**src/rtl/cfgcpl_pkg.sv**
```systemverilog
package cfgcpl_pkg;
  localparam int unsigned STAT_W = 3;
  localparam logic [STAT_W-1:0] STAT_PRESET = 3'b111;
  localparam logic [1:0] SZ_BYTE = 2'd0;
  localparam logic [1:0] SZ_HALF = 2'd1;
endpackage

```
**src/rtl/cfgcpl_poll_timer.sv**
```systemverilog
module cfgcpl_poll_timer #(
  parameter int unsigned POLL_CYC   = 4,
  parameter int unsigned POLL_LIMIT = 500
) (
  input  logic clk,
  input  logic rst,
  input  logic clear,
  input  logic run,
  output logic expire
);
  localparam int unsigned TW = $clog2(POLL_CYC + 1);
  localparam int unsigned PW = $clog2(POLL_LIMIT + 1);
  localparam logic [TW-1:0] TLAST = TW'(POLL_CYC - 1);
  localparam logic [PW-1:0] PLAST = PW'(POLL_LIMIT - 1);

  logic [TW-1:0] tick_q;
  logic [PW-1:0] poll_q;
  logic          tick_wrap;

  assign tick_wrap = (tick_q == TLAST);
  assign expire    = run && tick_wrap && (poll_q == PLAST);

  always_ff @(posedge clk) begin
    if (rst || clear) begin
      tick_q <= '0;
      poll_q <= '0;
    end else if (run) begin
      if (tick_wrap) begin
        tick_q <= '0;
        poll_q <= poll_q + 1'b1;
      end else begin
        tick_q <= tick_q + 1'b1;
      end
    end
  end
endmodule

```
**src/rtl/cfgcpl_lane_pick.sv**
```systemverilog
module cfgcpl_lane_pick
  import cfgcpl_pkg::*;
#(
  parameter int unsigned HALF_W = 32
) (
  input  logic [HALF_W-1:0] dword,
  input  logic [1:0]        size,
  input  logic [1:0]        addr,
  output logic [HALF_W-1:0] lane
);
  logic [HALF_W-1:0] byte_sh;
  logic [HALF_W-1:0] half_sh;

  assign byte_sh = dword >> (8 * addr);
  assign half_sh = dword >> (16 * addr[1]);

  always_comb begin
    if (size == SZ_BYTE)      lane = {{(HALF_W-8){1'b0}},  byte_sh[7:0]};
    else if (size == SZ_HALF) lane = {{(HALF_W-16){1'b0}}, half_sh[15:0]};
    else                      lane = dword;
  end
endmodule

```
**src/rtl/cfgcpl_receiver.sv**
```systemverilog
module cfgcpl_receiver
  import cfgcpl_pkg::*;
#(
  parameter int unsigned HALF_W     = 32,
  parameter int unsigned POLL_CYC   = 4,
  parameter int unsigned POLL_LIMIT = 500,
  parameter int unsigned STAT_LSB   = 13
) (
  input  logic                  clk,
  input  logic                  rst,
  input  logic                  req_start,
  input  logic [1:0]            req_size,
  input  logic [1:0]            req_addr,
  input  logic                  beat_valid,
  input  logic                  beat_sop,
  input  logic                  beat_eop,
  input  logic [2*HALF_W-1:0]   beat_data,
  output logic                  busy,
  output logic                  done,
  output logic                  ok,
  output logic [HALF_W-1:0]     rd_data
);
  localparam int unsigned ST_HI = HALF_W + STAT_LSB + STAT_W - 1;
  localparam int unsigned ST_LO = HALF_W + STAT_LSB;

  logic [STAT_W-1:0] stat_q;
  logic [STAT_W-1:0] stat_now;
  logic [1:0]        size_q;
  logic [1:0]        addr_q;
  logic              take_req;
  logic              end_beat;
  logic              expire;
  logic [HALF_W-1:0] lane;

  assign take_req = req_start && !busy;
  assign end_beat = busy && beat_valid && beat_eop;
  assign stat_now = (beat_valid && beat_sop) ? beat_data[ST_HI:ST_LO] : stat_q;

  cfgcpl_poll_timer #(
    .POLL_CYC  (POLL_CYC),
    .POLL_LIMIT(POLL_LIMIT)
  ) u_timer (
    .clk   (clk),
    .rst   (rst),
    .clear (take_req),
    .run   (busy),
    .expire(expire)
  );

  cfgcpl_lane_pick #(.HALF_W(HALF_W)) u_lane (
    .dword(beat_data[HALF_W-1:0]),
    .size (size_q),
    .addr (addr_q),
    .lane (lane)
  );

  always_ff @(posedge clk) begin
    if (rst) begin
      busy    <= 1'b0;
      done    <= 1'b0;
      ok      <= 1'b0;
      rd_data <= '1;
      stat_q  <= STAT_PRESET;
      size_q  <= '0;
      addr_q  <= '0;
    end else begin
      done <= 1'b0;
      if (take_req) begin
        busy   <= 1'b1;
        stat_q <= STAT_PRESET;
        size_q <= req_size;
        addr_q <= req_addr;
      end else if (busy) begin
        if (beat_valid && beat_sop) stat_q <= stat_now;
        if (end_beat) begin
          busy <= 1'b0;
          done <= 1'b1;
          if (stat_now == '0) begin
            ok      <= 1'b1;
            rd_data <= lane;
          end else begin
            ok      <= 1'b0;
            rd_data <= '1;
          end
        end else if (expire) begin
          busy    <= 1'b0;
          done    <= 1'b1;
          ok      <= 1'b0;
          rd_data <= '1;
        end
      end
    end
  end
endmodule

```
**config.mk**
```make
export PLATFORM = sky130hd
export DESIGN_NAME = cfgcpl_receiver
export DESIGN_NICKNAME = d
export VERILOG_FILES = /design/src/rtl/cfgcpl_pkg.sv /design/src/rtl/cfgcpl_poll_timer.sv /design/src/rtl/cfgcpl_lane_pick.sv /design/src/rtl/cfgcpl_receiver.sv
export SDC_FILE = /design/constraint.sdc
export NUM_CORES = 1
export LEC_CHECK = 0
export BUFFER_PORTS_ARGS = -buffer_cell sky130_fd_sc_hd__buf_4
export CORE_MARGIN = 5
export CORE_UTILIZATION = 33
export CTS_BUF_LIST = sky130_fd_sc_hd__clkbuf_16
export DETAILED_ROUTE_END_ITERATION = 7
export GPL_TIMING_DRIVEN = 0
export PLACE_DENSITY_LB_ADDON = 0.08
export SLEW_MARGIN = 0
export SYNTH_ARGS = -nofsm -noshare
export SYNTH_HDL_FRONTEND = slang
export SYNTH_SLANG_ARGS = --single-unit
```
**constraint.sdc**
```tcl
create_clock -name clk -period 5.2 [get_ports clk]
set_clock_uncertainty 0.15 [all_clocks]
set_input_delay 0.26 -clock clk [delete_from_list [all_inputs] [get_ports clk]]
set_output_delay 0.26 -clock clk [all_outputs]
set_load 0.01 [all_outputs]
```
Word level (Yosys, flattened, before mapping). Cells that the tools add are included. Widths: inputs -> output; s select.

Bits in read-only memories: 0. Latch bits: 0. Memory bits (writable): 0. Word-level logic and storage cells: 50. Output and inout bits: 35. Register bits after elaboration: 54. Memories: 0.

Muxes and demuxes: 16. Reduce and logical (&&, ||, !) cells: 16. Bitwise logic cells: 2. $mul: 0. $add $sub $neg: 2. Divide/modulo/power cells: 0. $lt $le $gt $ge: 0. Equal/unequal tests: 3. Shift-type cells: 2.

Operators by type and width (count): $mux 32 (5); $shr 32x5->16 (1); $shr 32x5->8 (1); $add 9x1->9 const B (1); $eq 9x9->1 const B (1); $mux 1 (9); $logic_and 1x1->1 (6); $mux 3 (2); $reduce_and 2->1 (2); $add 3x1->3 const B (1); $eq 3x2->1 const B (1); $logic_not 3->1 (1); $reduce_and 3->1 (1); $reduce_or 3->1 (1); $eq 2x1->1 const B (1); $logic_not 2->1 (1); $not 1->1 (2); $reduce_bool 2->1 (1); $reduce_or 2->1 (1); $logic_not 1->1 (1); $logic_or 1x1->1 (1).

Longest topological paths before layout. Gate-level depths: netlist of run 1.

Word-level depth: 7. Mapped depth: 7. Mapped depth without buffers: 4.

Cells and area by module. Synthesis of run 1 repeated with hierarchy kept, for this count alone.

Cells, all modules: 295. Area, all modules: 2981.6 µm².

By module, submodules not included: cfgcpl_receiver (area an instance 1467.7 µm², cells each 115, instances 1, sequential area each 840.8 µm²); cfgcpl_lane_pick (area an instance 910.9 µm², cells each 112, instances 1, sequential area each 0.0 µm²); cfgcpl_poll_timer (area an instance 603.1 µm², cells each 68, instances 1, sequential area each 240.2 µm²).

Least setup slack after synthesis of run 1. Ideal clock, no wire load.

Kind: register to register. From: register u_timer.tick_q[0]. To: register rd_data[18]. Clock period less this slack: 1737 ps. Buffers on the path: 3. Cell stages (with the launch flop): 8. Library setup time: 117 ps. Slack: 3463 ps. Arrival time: 1471 ps. Required time: 4933 ps. Cell sequence: dfxtp_1 > ha_1 > and4b_1 > buf_2 > a31o_2 > buf_4 > buf_6 > a2bb2oi_1.

Cells in the longest elaborated chain, start to end: 5.

RTL lines: start: declaration (RTL line cfgcpl_poll_timer.sv:16) `logic [TW-1:0] tick_q;`; start signal: assignment (RTL line cfgcpl_poll_timer.sv:32) `tick_q <= tick_q + 1'b1;`; $eq 3x2->1 (RTL line cfgcpl_poll_timer.sv:20) `assign tick_wrap = (tick_q == TLAST);`; $logic_and 1x1->1 (2 in a row) (RTL line cfgcpl_poll_timer.sv:21) `assign expire = run && tick_wrap && (poll_q == PLAST);`; $reduce_bool 2->1 (no source line); $reduce_and 3->1 (no source line); end signal: assignment (RTL line cfgcpl_receiver.sv:80) `rd_data <= lane;`; end: declaration (RTL line cfgcpl_receiver.sv:21) `output logic [HALF_W-1:0] rd_data`.

No other way between the ends. A chain may end at the register's enable or synchronous reset.

Worst setup path after layout of run 1.
From: register u_timer.tick_q[0]. To: register rd_data[15].

The elaborated chain is that of the path after synthesis.

==> reports/metrics.yaml, run 1 <==
outcome:
  status: "finished, final reports clean"
sta:
  slew_headroom_pct: 58.2
  fin_crit_ns: 2.10
  slew_violations: 0
  timing.final.crit_share_pct: 40.4
  finalHoldViolCount: 0
  worst_pin_slew_ns: 0.625
  setup_tns_ns: 0
  grt_setup_unrepaired: "no"
  whs_ns: 0.0391
  max_freq_ghz: 0.476
  setup_violations: 0
  layout_setup_ws_ns: 3.10
grt:
  track_usage_pct: 16.0
  grt_first_pass_wirelength_um: 12600
  antenna_found_initial: 0
  grt_max_degree: 18
  grt_pass1_vias: 2401
  overflow: 0
route:
  drc: 0
  ant_nets: 0
  drtIter0Drc: 101
  num_vias: 2387
  dr.pass1.iters: 4
  routed_wl_um: 7890
  post_drt_wl_per_cell_um: 16.9
  viasPerCell: 5.12
floorplanning:
  die_area_mm2: 0.00984
  start_util_pct: 34.0
  coreArea_mm2: 0.00773
  rows: 32
  fp.dieW_um: 99.2
  ios: 109
  die_height_um: 99.2
power_and_ir_drop:
  power_mw: 0.928
  vdd_ir_drop_max_uv: 119
  internal_power_mw: 0.707
  pwr-share-clk_pct: 41.4
  p_leak_nw: 1.48
  p_seq_share_pct: 45.7
  power-per-cell-area_mw_per_mm2: 264
  p_sw_share_pct: 23.8
  p_sw_mw: 0.221
  p_comb_share_pct: 13.0
clocking:
  htree_levels: 2
  cts_buffers: 5
  cts_resized: 0
  clk_latency_ns: 0.29
  cts_buffer_depth: 2
  ctsRootBufferMaster: "clkbuf_16"
  clock_sinks: 54
  clkTransAtPathRegs_ns: 0.07
  cts_tree: "yes"
  post_cts_buffers: 0
  postCtsHoldBufs: 0
final_layout:
  nNetsFinal: 439
  fin_area_mm2: 0.00351
  fin_util_pct: 45.5
  drive_gt1_share_pct: 32.7
  area_growth_pct: 33.9
  stdcell_count: 466
  n_fill_cell: 784
  num_antenna_cells: 0
place:
  dp_hpwl_um: 5990
  dpl.cell_count: 458
  io_buffers: 79
  place.gp.congestion: 0.798
  place_area_mm2: 0.00335
  place_ws_ns: 3.12
worst_setup_path:
  ff2ff_path_depth: 6
  crit_arrival_ns: 2.12
  crit_fanout: 10
  critPathCaptureType: "flop"
  reg2reg_to: "rd_data[15]"
  crit_type: "reg -> reg"
  r2r-start: "u_timer.tick_q[0]"
  rrSetupSlack_ns: 3.10
  critPathLaunchType: "flop"
  cp_data_required_time_ns: 5.22
synthesis:
  muxShareOfSynthArea_pct: 9.15
  syn_area_mm2: 0.00263
  ys_types: 44
  synth_cells: 277
  yosysSeqAreaShare_pct: 41.2
  synth-xor-area-share_pct: 0.667
  synth_top_family_by_area: "simple AND/OR/NAND/NOR gates"
  syn_area_per_cell_um2: 9.48
  synth-simple-area-share_pct: 21.9
  syn_nets: 353
  synth_compound_area_share_pct: 18.8
  ys.warnings.count: 0
  ys_seq_elements: 54
  synthAdderAreaFrac_pct: 0.953
worst_hold_path:
  hold_class: "in -> reg"
  hold_start: "req_start"
  min_to: "busy"
  hold_depth: 3
job:
  maxCapViolations: 0
## worst max-delay path: stages, from the launching register on
cell	delay, ns
dfxtp_1	0.33
ha_1	0.26
and4b_1	0.20
buf_2	0.14
a31oi_2	0.46
buf_2	0.35
a32oi_1	0.08
## synthesized netlist by cell type, drive strengths merged
cell / number / area (um^2)
a32oi: 16 / 140
and3b: 1 / 8.76
dfxtp: 54 / 1080
a21o: 1 / 8.76
xor2: 1 / 8.76
a211o: 1 / 8.76
a31oi: 1 / 12.5
or4: 2 / 15.0
nand2b: 4 / 25.0
xnor2: 1 / 8.76
mux2i: 6 / 60.1
nand2: 48 / 180
or4bb: 8 / 90.1
or2: 1 / 6.26
and3: 1 / 6.26
nor2b: 1 / 6.26
o211ai: 8 / 60.1
nand3: 16 / 80.1
buf: 14 / 96.3
nand4b: 2 / 17.5
a31o: 2 / 17.5
o31ai: 2 / 15.0
nor4: 2 / 12.5
and4bb: 1 / 12.5
and4: 1 / 8.76
mux4: 8 / 180
and4b: 1 / 10.0
nand4: 1 / 6.26
nand3b: 3 / 26.3
a2bb2oi: 16 / 140
or3: 5 / 36.3
a21oi: 11 / 55.1
nor2: 7 / 26.3
inv: 19 / 71.3
ha: 2 / 25.0
clkbuf: 6 / 25.0
a221oi: 1 / 26.3
o21ai: 2 / 10.0
## layer usage
layer / up-vias / global-route usage (%) / wire length [um]
met4: 0 / 4.31 / 106
met3: 9 / 3.44 / 476
met5: - / 0 / 0
met2: 68 / 25.0 / 3530
li1: 1196 / - / -
met1: 1114 / 22.3 / 3780
## final cells by class
type / instances / area [um^2] / share of cell area [%]
Multi-Input combinational cell: 184 / 1350 / 38.4
Sequential cell: 54 / 1080 / 30.8
Timing Repair Buffer: 79 / 593 / 16.9
Tap cell: 102 / 128 / 3.63
Clock buffer: 5 / 125 / 3.56
Buffer: 20 / 121 / 3.45
Inverter: 19 / 71.3 / 2.03
Clock inverter: 3 / 43.8 / 1.25
## state kept, by name, summed over array words and instances, names as in the netlist, 2 cells and up
name            count
rd_data            32
u_timer.tick_q      3
addr_q              2
u_timer.poll_q      9
size_q              2
stat_q              3
## cell families after synthesis
family | count (synthesis)
flops | 54
mux | 14
compound gates | 61
xor+xnor | 2
buf+inv | 39
fa+ha+maj | 2
simple gates | 105
## power by group through the flow
stage	clock (mW)	sequential (mW)	combinational, mW
floorplan	0	0.434	0.0620
global placement	0	0.434	0.120
detailed placement	0	0.434	0.120
CTS	0.393	0.424	0.121
global route	0.410	0.425	0.130
finish	0.384	0.424	0.120
## worst max-delay path by stage
stage / start / end / slack, ns / cells past startpoint
final: u_timer.tick_q[0] / rd_data[15] / 3.10 / 6
after global placement: u_timer.tick_q[0] / rd_data[10] / 3.11 / 6
after detailed placement: u_timer.tick_q[0] / rd_data[6] / 3.12 / 6
after floorplan: u_timer.tick_q[0] / rd_data[18] / 3.46 / 7
after global routing: u_timer.tick_q[0] / rd_data[7] / 2.98 / 6
after CTS: u_timer.tick_q[0] / rd_data[6] / 3.10 / 6
## layout by cell type (no fill, tap or decap), drive strengths merged, types with 2 or more instances in the layout
master / Yosys / final
buf: 14 / 93
dfxtp: 54 / 54
nand2: 48 / 48
inv: 19 / 20
a2bb2oi: 16 / 16
nand3: 16 / 16
a32oi: 16 / 16
a21oi: 11 / 11
clkbuf: 6 / 11
or4bb: 8 / 8
o211ai: 8 / 8
mux4: 8 / 8
nor2: 7 / 7
mux2i: 6 / 6
or3: 5 / 5
nand2b: 4 / 4
nand3b: 3 / 3
a31o: 2 / 2
nand4b: 2 / 2
o31ai: 2 / 2
or4: 2 / 2
nor4: 2 / 2
o21ai: 2 / 2
ha: 2 / 2
Note: power is estimated with default switching activity, not from simulation.
==> run 2, diff against run 1 <==
==> constraint.sdc (replaced) <==
create_clock -name clk -period 2 [get_ports clk]
set_clock_uncertainty 0.15 [all_clocks]
set_input_delay 0.1 -clock clk [delete_from_list [all_inputs] [get_ports clk]]
set_output_delay 0.1 -clock clk [all_outputs]
set_load 0.01 [all_outputs]
==> reports/metrics.yaml, run 2 (synthesized netlist as in run 1, its figures left out) <==
route:
  viasPerCell: 5.08  # -0.87%
  drc: 0  # unchanged
  num_vias: 2544  # +6.6%
  drtIter0Drc: 96  # -5.0%
  post_drt_wl_per_cell_um: 16.6  # -2.0%
  dr.pass1.iters: 4  # unchanged
  ant_nets: 0  # unchanged
  routed_wl_um: 8310  # +5.4%
worst_setup_path:
  crit_arrival_ns: 1.88  # -0.24 ns
  crit_fanout: 10  # unchanged
  rrSetupSlack_ns: 0.15  # -2.95 ns
  critPathCaptureType: "flop"
  cp_data_required_time_ns: 2.02  # -3.20 ns
  critPathLaunchType: "input pin"
  r2r-start: "u_timer.tick_q[0]"
  ff2ff_path_depth: 6  # unchanged
  endpoint: "rd_data[15]"
  cp-startpoint: "beat_data[45]"
  crit_type: "in -> reg"
  reg2reg_to: "rd_data[15]"
final_layout:
  multi_input_area_mm2: 0.00137  # +1.0%
  mostFrequentLayoutCells: "buf_4, dfxtp_1, nand2_1"
  drive_gt1_share_pct: 30.6  # -2.1 points
  register_area_mm2: 0.00108  # unchanged
  num_antenna_cells: 0  # unchanged
  area_growth_pct: 48.2
  reg_top3: "rd_data x32, u_timer.poll_q x9"
  nNetsFinal: 474  # +8.0%
  n_fill_cell: 752  # -4.1%
  layout_commonest_cell: "buf_4"
  largest_reg_flops: 32  # unchanged
  fin_area_mm2: 0.00389  # +11%
  fin_util_pct: 50.4  # +4.9 points
  top_register: "rd_data"
place:
  place.gp.congestion: 0.798  # unchanged
  io_buffers: 79  # unchanged
  dp_hpwl_um: 5990  # unchanged
  place_area_mm2: 0.00335  # unchanged
grt:
  use_met1_pct: 23.1  # +0.73 points
  antenna_found_initial: 0  # unchanged
  grt_first_pass_wirelength_um: 13300  # +5.6%
  track_usage_pct: 16.9  # +0.89 points
  met2_usage_pct: 26.8  # +1.8 points
  overflow: 0  # unchanged
  grt_util_met3_pct: 3.65  # +0.21 points
  grt_pass1_vias: 2591  # +7.9%
  grt_max_degree: 18  # unchanged
  top_usage_layer: "met2"
clocking:
  htree_levels: 2  # unchanged
  clkTransAtPathRegs_ns: 0.07  # about the same
  clk_latency_ns: 0.29  # about the same
  clock_sinks: 54  # unchanged
  cts_buffer_depth: 2  # unchanged
  ctsRootBufferMaster: "clkbuf_16"
  cts_buffers: 5  # unchanged
  cts_tree: "yes"
sta:
  grt_setup_unrepaired: "no"
  worst_pin_slew_ns: 0.479  # -0.146 ns
  setup_violations: 0  # unchanged
  fin_crit_ns: 1.86
  slew_headroom_pct: 68.1  # +9.9 points
  setup_tns_ns: 0  # unchanged
  finalHoldViolCount: 0  # unchanged
  timing.final.crit_share_pct: 92.9
  max_freq_ghz: 0.538
  slew_violations: 0  # unchanged
power_and_ir_drop:
  power_mw: 2.47  # +170%
  p_leak_nw: 1.63  # +10%
  power-per-cell-area_mw_per_mm2: 636  # +140%
  vdd_ir_drop_max_uv: 311  # +160%
floorplanning:
  start_util_pct: 34.0  # unchanged
  rows: 32  # unchanged
  die_area_mm2: 0.00984  # unchanged
  die_height_um: 99.2  # unchanged
  ios: 109  # unchanged
  fp.dieW_um: 99.2  # unchanged
  coreArea_mm2: 0.00773  # unchanged
outcome:
  status: "finished, final reports clean"
worst_hold_path:
  hold_start: "beat_data[7]"
  hold_class: "in -> reg"
job:
  maxCapViolations: 0  # unchanged
run 2: report_power, final:
part	total [mW]	switching, mW	internal (mW)
logic	0.372	0.172	0.200
clock network	0.998	0.405	0.594
registers	1.10	0.0126	1.09
run 2: how the worst min path moves through the flow:
stage	depth (start not counted)	end	slack [ns]
floorplan	2	busy	0.07
global placement	3	stat_q[2]	0.18
detailed placement	3	busy	0.18
CTS	3	rd_data[2]	0.05
global route	3	rd_data[3]	0.06
finish	3	rd_data[7]	0.05
run 2: area by class of cell:
cell class              instances  area share (%)
inverters                      19            1.83
plain buffers                  20            3.18
well taps                     102            3.28
clock inverters                 3            1.13
clock buffers                   5            3.22
flip-flops and latches         54            27.8
multi-input cells             184            35.1
repair buffers                114            24.5
run 2: timing repair:
action / in CTS / in global routing
hold buffers: 34 / 0
pin swaps: 0 / 0
setup buffers: 0 / 1
resized for setup: 1 / 3
endpoints found under the hold margin: 33 / 0
endpoints found under the setup margin: 10 / 7
run 2: critical path, stage by stage:
cell and delay [ns]:
dlygate4sd3_1 0.54, buf_4 0.14, a211o_1 0.31, a221oi_4 0.46, buf_6 0.22, a32oi_1 0.10
run 2: per-layer routing:
metal  vias to the layer above  part of all wire (%)
met5                         -                     0
met4                         0                   1.6
met3                        13                   6.2
met2                        80                    46
met1                      1189                    47
li1                       1262                     -
run 2: through the flow:
step                      hold slack (ns)  worst slack, ns  std cells
after global placement              0.176          -0.0861        458
after CTS                          0.0529           0.0704        500
after global routing               0.0600           0.0310        501
final                              0.0549            0.143        501
after detailed placement            0.183          -0.0833        458
after floorplan                    0.0658            0.263        277
==> run 3, diff against run 2 <==
--- a/config.mk
+++ b/config.mk
@@ -7,11 +7,11 @@
 export LEC_CHECK = 0
 export BUFFER_PORTS_ARGS = -buffer_cell sky130_fd_sc_hd__buf_4
 export CORE_MARGIN = 5
-export CORE_UTILIZATION = 33
+export CORE_UTILIZATION = 48
 export CTS_BUF_LIST = sky130_fd_sc_hd__clkbuf_16
 export DETAILED_ROUTE_END_ITERATION = 7
 export GPL_TIMING_DRIVEN = 0
-export PLACE_DENSITY_LB_ADDON = 0.08
+export PLACE_DENSITY = 0.9
 export SLEW_MARGIN = 0
 export SYNTH_ARGS = -nofsm -noshare
 export SYNTH_HDL_FRONTEND = slang
==> reports/metrics.yaml, run 3 (synthesized netlist as in run 1, its figures left out) <==
worst_setup_path:
  cp-startpoint: "u_timer.tick_q[0]"
  rrSetupSlack_ns: 0.04  # -0.11 ns
  r2r-start: "u_timer.tick_q[0]"
  reg2reg_to: "rd_data[9]"
  critPathCaptureType: "flop"
  crit_type: "reg -> reg"
  crit_arrival_ns: 1.98  # +0.10 ns
  crit_fanout: 10  # unchanged
  ff2ff_path_depth: 6  # unchanged
  critPathLaunchType: "flop"
  endpoint: "rd_data[9]"
  cp_data_required_time_ns: 2.02  # about the same
worst_hold_path:
  hold_class: "in -> reg"
  hold_start: "beat_data[0]"
clocking:
  clock_sinks: 54  # unchanged
  clkTransAtPathRegs_ns: 0.08  # about the same
  cts_tree: "yes"
  cts_buffers: 5  # unchanged
  cts_buffer_depth: 2  # unchanged
  clk_latency_ns: 0.29  # about the same
  ctsRootBufferMaster: "clkbuf_16"
  htree_levels: 2  # unchanged
job:
  maxCapViolations: 0  # unchanged
final_layout:
  drive_gt1_share_pct: 30.1  # -0.50 points
  largest_reg_flops: 32  # unchanged
  fin_util_pct: 70.7  # +20 points
  area_growth_pct: 45.6
  nNetsFinal: 474  # unchanged
  mostFrequentLayoutCells: "buf_4, dfxtp_1, nand2_1"
  reg_top3: "rd_data x32, u_timer.poll_q x9"
  layout_commonest_cell: "buf_4"
  top_register: "rd_data"
  stdcell_count: 472  # -5.8%
place:
  io_buffers: 79  # unchanged
  place.gp.congestion: 0.905  # +13%
  place_ws_ns: -0.0913  # -0.00804 ns
  dpl.cell_count: 428  # -6.6%
  dp_hpwl_um: 5830  # -2.6%
route:
  routed_wl_um: 9030  # +8.6%
  post_drt_wl_per_cell_um: 19.1  # +15%
  num_vias: 2839  # +12%
  viasPerCell: 6.01  # +18%
  drtIter0Drc: 445  # +360%
  drc: 0  # unchanged
  dr.pass1.iters: 5  # +1
  ant_nets: 0  # unchanged
sta:
  timing.final.crit_share_pct: 98.2  # +5.3 points
  setup_violations: 0  # unchanged
  max_freq_ghz: 0.509  # -5.4%
  slew_headroom_pct: 58.3  # -9.8 points
  finalHoldViolCount: 0  # unchanged
  worst_pin_slew_ns: 0.623  # +0.145 ns
  whs_ns: 0.0576  # +0.00276 ns
  slew_violations: 0  # unchanged
  grt_setup_unrepaired: "no"
  layout_setup_ws_ns: 0.0362  # -0.106 ns
  fin_crit_ns: 1.96  # +0.106 ns
power_and_ir_drop:
  p_leak_nw: 1.62  # -0.80%
  power-per-cell-area_mw_per_mm2: 624  # -1.8%
  vdd_ir_drop_max_uv: 443  # +42%
grt:
  grt_first_pass_wirelength_um: 14400  # +8.4%
  overflow: 0  # unchanged
  grt_pass1_vias: 2833  # +9.3%
  track_usage_pct: 25.4  # +8.5 points
  grt_max_degree: 20  # +2
  antenna_found_initial: 1  # +1
outcome:
  status: "finished, final reports clean"
floorplanning:
  die_height_um: 84.0  # -15%
  die_area_mm2: 0.00705  # -28%
  ios: 109  # unchanged
  coreArea_mm2: 0.00541  # -30%
  rows: 27  # -16%
  start_util_pct: 48.6  # +15 points
  fp.dieW_um: 84.0  # -15%
==> run 3: worst max-delay path, stage by stage (launching register included) <==
cell and delay (ns):
dfxtp_1 0.33, ha_1 0.26, and4b_1 0.20, buf_2 0.16, a31oi_4 0.32, clkbuf_4 0.31
a32oi_1 0.10
==> run 3: layout make-up <==
type	count	area, um^2
inverter	19	71.3
sequential	54	1080
antenna	1	2.50
multi-input combinational	184	1360
timing repair buffer	114	941
clock buffer	5	125
buffer	20	124
fill	393	1580
tap	72	90.1
clock inverter	3	26.3
==> run 3: worst min path at each step <==
stage	to	slack (ns)	depth (start not counted)
2_1_floorplan	busy	0.07	2
3_3_place_gp	stat_q[0]	0.17	3
3_5_place_dp	busy	0.18	3
4_1_cts	rd_data[6]	0.05	3
5_1_grt	rd_data[0]	0.06	3
6_report	rd_data[0]	0.06	3
==> run 3: timing repair <==
item,CTS,global route
hold endpoints to repair,33,0
setup endpoints to repair,10,3
resized for setup,1,1
gates cloned,0,0
setup buffers,0,1
hold buffers,34,0
==> run 3: routing by layer <==
metal | track usage [%] | up-vias | wire, um
met5 | 0 | - | 0
li1 | - | 1266 | -
met3 | 5.63 | 60 | 815
met1 | 30.4 | 1311 | 3390
met4 | 17.4 | 0 | 629
met2 | 40.3 | 202 | 4200
==> run 3: report_power, final <==
part           internal (mW)  leakage [nW]  switching [mW]
Clock                  0.479        0.0752           0.423
Combinational          0.200          1.11           0.179
Sequential              1.09         0.438          0.0127
Total                   1.77          1.62           0.615
==> run 3: per-stage QoR <==
step | TNS (ns) | instance area, um^2 | total power [mW]
final | 0 | 3820 | 2.38
after global routing | 0 | 3820 | 2.46
after CTS | 0 | 3810 | 2.37
after detailed placement | -0.738 | 3310 | 1.43
after global placement | -0.0698 | 3310 | 1.43
after floorplan | 0 | 2630 | 1.29
